`src/rtl/fir_start_pkg.sv`:
```
package fir_start_pkg;
  // strobes passed from the control half to the datapath half
  typedef struct packed {
    logic cfgReset;  // qualified reset taken this edge
    logic startNow;  // run begins at this edge
    logic running;   // engine currently processing
  } startStrb_t;
endpackage

```
`src/rtl/fir_start_ctl.sv`:
```
module fir_start_ctl
  import fir_start_pkg::*;
#(
  parameter int RST_MIN = 16
) (
  input  logic       clk,
  input  logic       rstN,
  input  logic       freeRun,
  input  logic       startStrobe,
  input  logic       coefLoaded,
  input  logic       loadFromRom,
  output logic       runFlag,
  output logic       captureStrb,
  output startStrb_t strb
);
  localparam int CW = (RST_MIN > 2) ? $clog2(RST_MIN) : 1;
  localparam logic [CW-1:0] LAST = CW'(RST_MIN - 1);

  logic [CW-1:0] lowCnt;
  logic          resetHit;
  logic          autoStart;
  logic          startNow;
  logic          runReg;
  logic          capReg;

  // saturating count of consecutive low edges
  always_ff @(posedge clk) begin
    if (rstN)              lowCnt <= '0;
    else if (lowCnt != LAST) lowCnt <= lowCnt + 1'b1;
  end

  assign resetHit  = !rstN && (lowCnt == LAST);
  assign autoStart = freeRun && loadFromRom;
  assign startNow  = !runReg && !resetHit && coefLoaded && (autoStart || startStrobe);

  always_ff @(posedge clk) begin
    if (resetHit) begin
      runReg <= 1'b0;
      capReg <= 1'b0;
    end else begin
      if (startNow) runReg <= 1'b1;
      capReg <= startNow;
    end
  end

  assign runFlag       = runReg;
  assign captureStrb   = capReg;
  assign strb.cfgReset = resetHit;
  assign strb.startNow = startNow;
  assign strb.running  = runReg;
endmodule

```
`src/rtl/fir_start_dp.sv`:
```
module fir_start_dp
  import fir_start_pkg::*;
#(
  parameter int          RATE_DIV     = 1,
  parameter logic [15:0] DEFAULT_WORD = 16'h8C80
) (
  input  logic        clk,
  input  startStrb_t  strb,
  output logic        sampleTick,
  output logic [15:0] ctrlWord
);
  logic [15:0] wordReg;
  logic        phaseZero;

  always_ff @(posedge clk) begin
    if (strb.cfgReset) wordReg <= DEFAULT_WORD;
  end

  generate
    if (RATE_DIV <= 1) begin : g_full_rate
      assign phaseZero = 1'b1;
    end else begin : g_divided
      localparam int PW = $clog2(RATE_DIV);
      localparam logic [PW-1:0] PLAST = PW'(RATE_DIV - 1);
      logic [PW-1:0] phase;
      always_ff @(posedge clk) begin
        if (strb.cfgReset || strb.startNow) phase <= '0;
        else if (strb.running)              phase <= (phase == PLAST) ? '0 : phase + 1'b1;
      end
      assign phaseZero = (phase == '0);
    end
  endgenerate

  assign sampleTick = strb.running && phaseZero;
  assign ctrlWord   = wordReg;
endmodule

```
`src/rtl/fir_start_ctrl.sv`:
```
module fir_start_ctrl
  import fir_start_pkg::*;
#(
  parameter int          RST_MIN      = 16,
  parameter int          RATE_DIV     = 1,
  parameter logic [15:0] DEFAULT_WORD = 16'h8C80
) (
  input  logic        clk,
  input  logic        rstN,
  input  logic        freeRun,
  input  logic        startStrobe,
  input  logic        coefLoaded,
  input  logic        loadFromRom,
  output logic        runFlag,
  output logic        captureStrb,
  output logic        sampleTick,
  output logic [15:0] ctrlWord
);
  startStrb_t strb;
  logic       cfgResetTap;

  fir_start_ctl #(.RST_MIN(RST_MIN)) u_ctl (
    .clk(clk), .rstN(rstN), .freeRun(freeRun), .startStrobe(startStrobe),
    .coefLoaded(coefLoaded), .loadFromRom(loadFromRom),
    .runFlag(runFlag), .captureStrb(captureStrb), .strb(strb)
  );

  fir_start_dp #(.RATE_DIV(RATE_DIV), .DEFAULT_WORD(DEFAULT_WORD)) u_dp (
    .clk(clk), .strb(strb), .sampleTick(sampleTick), .ctrlWord(ctrlWord)
  );

  assign cfgResetTap = strb.cfgReset;
endmodule

```
`config.mk`:
```
export PLATFORM = sky130hd
export DESIGN_NAME = fir_start_ctrl
export DESIGN_NICKNAME = d
export VERILOG_FILES = /design/src/rtl/fir_start_pkg.sv /design/src/rtl/fir_start_ctl.sv /design/src/rtl/fir_start_dp.sv /design/src/rtl/fir_start_ctrl.sv
export SDC_FILE = /design/constraint.sdc
export NUM_CORES = 1
export LEC_CHECK = 0
export CORE_MARGIN = 2
export CORE_UTILIZATION = 30
export CTS_BUF_LIST = sky130_fd_sc_hd__clkbuf_4 sky130_fd_sc_hd__clkbuf_8
export CTS_CLUSTER_SIZE = 20
export DETAILED_ROUTE_END_ITERATION = 12
export GPL_TIMING_DRIVEN = 0
export PLACE_DENSITY = 0.7
export SLEW_MARGIN = 5
export SYNTH_ARGS = -nofsm -noshare
export SYNTH_HDL_FRONTEND = slang
export SYNTH_SLANG_ARGS = --single-unit
```
`constraint.sdc`:
```
create_clock -name clk -period 1.2 [get_ports clk]
set_input_delay 0.24 -clock clk [delete_from_list [all_inputs] [get_ports clk]]
set_output_delay 0.24 -clock clk [all_outputs]
set_load 0.01 [all_outputs]
```
==> impl_metrics.csv <==
group,metric,value,unit
worst_setup_path,worstSetupStartpoint,"rstN",
status,status,"completed",
sta,clock.fmax,0.898,GHz
routing,wl,644,um
worst_setup_path,reg2reg_depth,3,
floorplanning,initial_core_util,31.8,%
routing,vias,331,
floorplanning,pin_count,25,
pwr,swShare,25.3,%
cts,htreeDepth,1,
worst_setup_path,regToRegStartpoint,"u_ctl.lowCnt[0]",
routing,remaining_drc_errors,0,
synthesis,ys_warn_count,0,
global_route,grt_max_degree,9,
pwr,p_per_area,882,mW/mm2
sta,period_share,92.8,%
cts,root_buffer,"clkbuf_4",
global_route,grt_pass1_vias,282,
final_layout,area_delta_synth_final,42.2,%
placed_design,place.gp.congestion,0.640,
placed_design,dp_slack,-0.174,ns
pwr,combPwrFrac,20.8,%
worst_setup_path,r2r_end,"u_ctl.captureStrb",
global_route,grt-ovfl-total,0,
final_layout,fin_cells,86,
global_route,antenna_found_initial,0,
cts,cts_buffers,3,
sta,final_max_slew_viol_count,0,
worst_setup_path,endpoint_kind,"flip-flop",
global_route,grt.total_usage,10.0,%
floorplanning,fp-row-count,13,
sta,rsz0062_at_grt,"false",
placed_design,placed_area,561,um2
worst_setup_path,worst-setup-path-type,"in2reg",
pwr,p_sw,0.130,mW
sta,worst_hold_slack,0.459,ns
synthesis,synth_cell_types,19,
final_layout,antenna_cells,0,
cts,clock_path_buffers,2,
placed_design,port_buffers,8,
routing,dr.pass1.iters,1,
worst_setup_path,critPathRequiredTime,1.35,ns
sta,hold_viol_final,0,
run,drv_cap,0,
routing,avgRoutedWirePerCell,7.49,um
synthesis,netlist_area,409,um2
worst_setup_path,path_max_fanout,6,
pwr,ir_worst_vdd,0.000443,V
final_layout,finish.utilization,45.3,%
cts,clock-sinks,6,
final_layout,final_common_cell,"buf_4",
final_layout,drive_gt1_share,36.6,%
synthesis,avgSynthCellArea,8.89,um2
final_layout,fillers,135,
cts,post_cts_buffers,0,
cts,tritoncts,"built",
floorplanning,die_y,40.9,um
pwr,pwr-share-clk,36.4,%
final_layout,nNetsFinal,80,
worst_setup_path,arrival,1.27,ns
final_layout,mostFrequentLayoutCells,"buf_4 (18), conb_1 (16), clkdlybuf4s50_1 (5), dfxtp_1 (5), clkbuf_4 (3)",
worst_setup_path,regToRegSetupSlack,0.10,ns
pwr,sequentialPowerShare,42.9,%
synthesis,ys_ff_latch,6,
routing,final_antenna_net_count,0,
min_path,min_path_type,"reg2reg",
sta,finalSetupTns,0,ns
sta,skew,0.00270,ns
routing,vias_per_cell,3.85,
floorplanning,die-area,0.00168,mm2
pwr,internal_power,0.383,mW
worst_setup_path,startpoint_type,"primary input",
cts,insertion_delay,0.24,ns
synthesis,syn-instance-count,46,
global_route,grt_pass1_wl,1080,um
sta,final-setup-viol-count,0,
floorplanning,dieWidth,40.9,um
pwr,total_power,0.513,mW
floorplanning,core-area,0.00128,mm2
synthesis,synth-seq-area-share,29.4,%
cts,path_clk_slew,0.04,ns
routing,drtIter0Drc,0,
worst_setup_path,crit_end,"u_ctl.captureStrb",
sta,period_minus_slack,1.11,ns
placed_design,placed_cells,83,
pwr,leakage,0.291,nW
sta,setup_slack,0.0862,ns
final_layout,design_area,582,um2
[cell families (layout without fill, tap and decap cells)]
kind of cell / Yosys count / after routing / synth area share, %
muxes: 1 / 1 / 2.45
buffers and inverters: 17 / 28 / 31.2
adders and majority gates: 1 / 1 / 3.06
and+or+nand+nor: 13 / 13 / 22.3
AOI/OAI and AO/OA: 6 / 6 / 9.79
DFF: 6 / 6 / 29.4
other: 2 / 16 / 1.84
[repair_timing]
action	4_1_cts	5_1_grt
pin swaps	0	0
hold buffers	0	0
gates resized for setup	5	1
endpoints found under the setup margin	3	1
[power by group through the flow]
stage / sequential (mW) / combinational, mW / clock, mW
after detailed placement: 0.222 / 0.104 / 0
after global routing: 0.221 / 0.122 / 0.210
after global placement: 0.222 / 0.102 / 0
after floorplan: 0.220 / 0.0807 / 0
final: 0.220 / 0.107 / 0.187
after CTS: 0.218 / 0.104 / 0.197
[cell type report]
cell class / count / area (um2) / share of cell area (%)
Multi-Input combinational cell: 37 / 216 / 37.2
Buffer: 17 / 128 / 21.9
Sequential cell: 6 / 121 / 20.9
Timing Repair Buffer: 8 / 75.1 / 12.9
Clock buffer: 3 / 22.5 / 3.87
Tap cell: 15 / 18.8 / 3.23
[worst min path at each step]
stage / start / slack [ns] / cells after the start / to
finish: u_ctl.runFlag / 0.46 / 1 / u_ctl.captureStrb
floorplan: rstN / 0.31 / 1 / u_ctl.lowCnt[0]
global placement: u_ctl.lowCnt[1] / 0.49 / 2 / u_ctl.lowCnt[1]
global route: u_ctl.runFlag / 0.47 / 1 / u_ctl.captureStrb
CTS: u_ctl.runFlag / 0.46 / 1 / u_ctl.captureStrb
detailed placement: u_ctl.runFlag / 0.50 / 1 / u_ctl.captureStrb
[worst max-delay path, cell delays in order]
cell	delay, ns
clkdlybuf4s50_1	0.55
and4b_4	0.24
nor4b_2	0.24
[routing by layer]
| metal | GRT usage, % | share of wire, % |
|---|---|---|
| met2 | 14.8 | 47 |
| met1 | 11.8 | 45 |
| met3 | 4.89 | 7.8 |
| met4 | 5.00 | 0 |
| met5 | 0 | 0 |
[Yosys cell counts, drive strengths merged]
cell | instances | area, um2
nand2b | 2 | 12.5
and3b | 1 | 8.76
a31oi | 1 | 6.26
a31o | 1 | 8.76
ha | 1 | 12.5
nand4 | 1 | 6.26
nand3 | 1 | 5.00
nor2b | 1 | 6.26
a211oi | 2 | 15.0
buf | 17 | 128
and3 | 1 | 6.26
conb | 2 | 7.51
nor4b | 1 | 15.0
dfxtp | 6 | 120
a21oi | 2 | 10.0
nor2 | 2 | 7.51
mux2i | 1 | 10.0
and4b | 1 | 13.8
nor3 | 2 | 10.0
[sequential cells by signal, summed over array words and instances, names as in the netlist]
signal / flops
u_ctl.captureStrb: 1
u_ctl.runFlag: 1
u_ctl.lowCnt: 4
No activity file was read; power rests on OpenSTA's default activity.
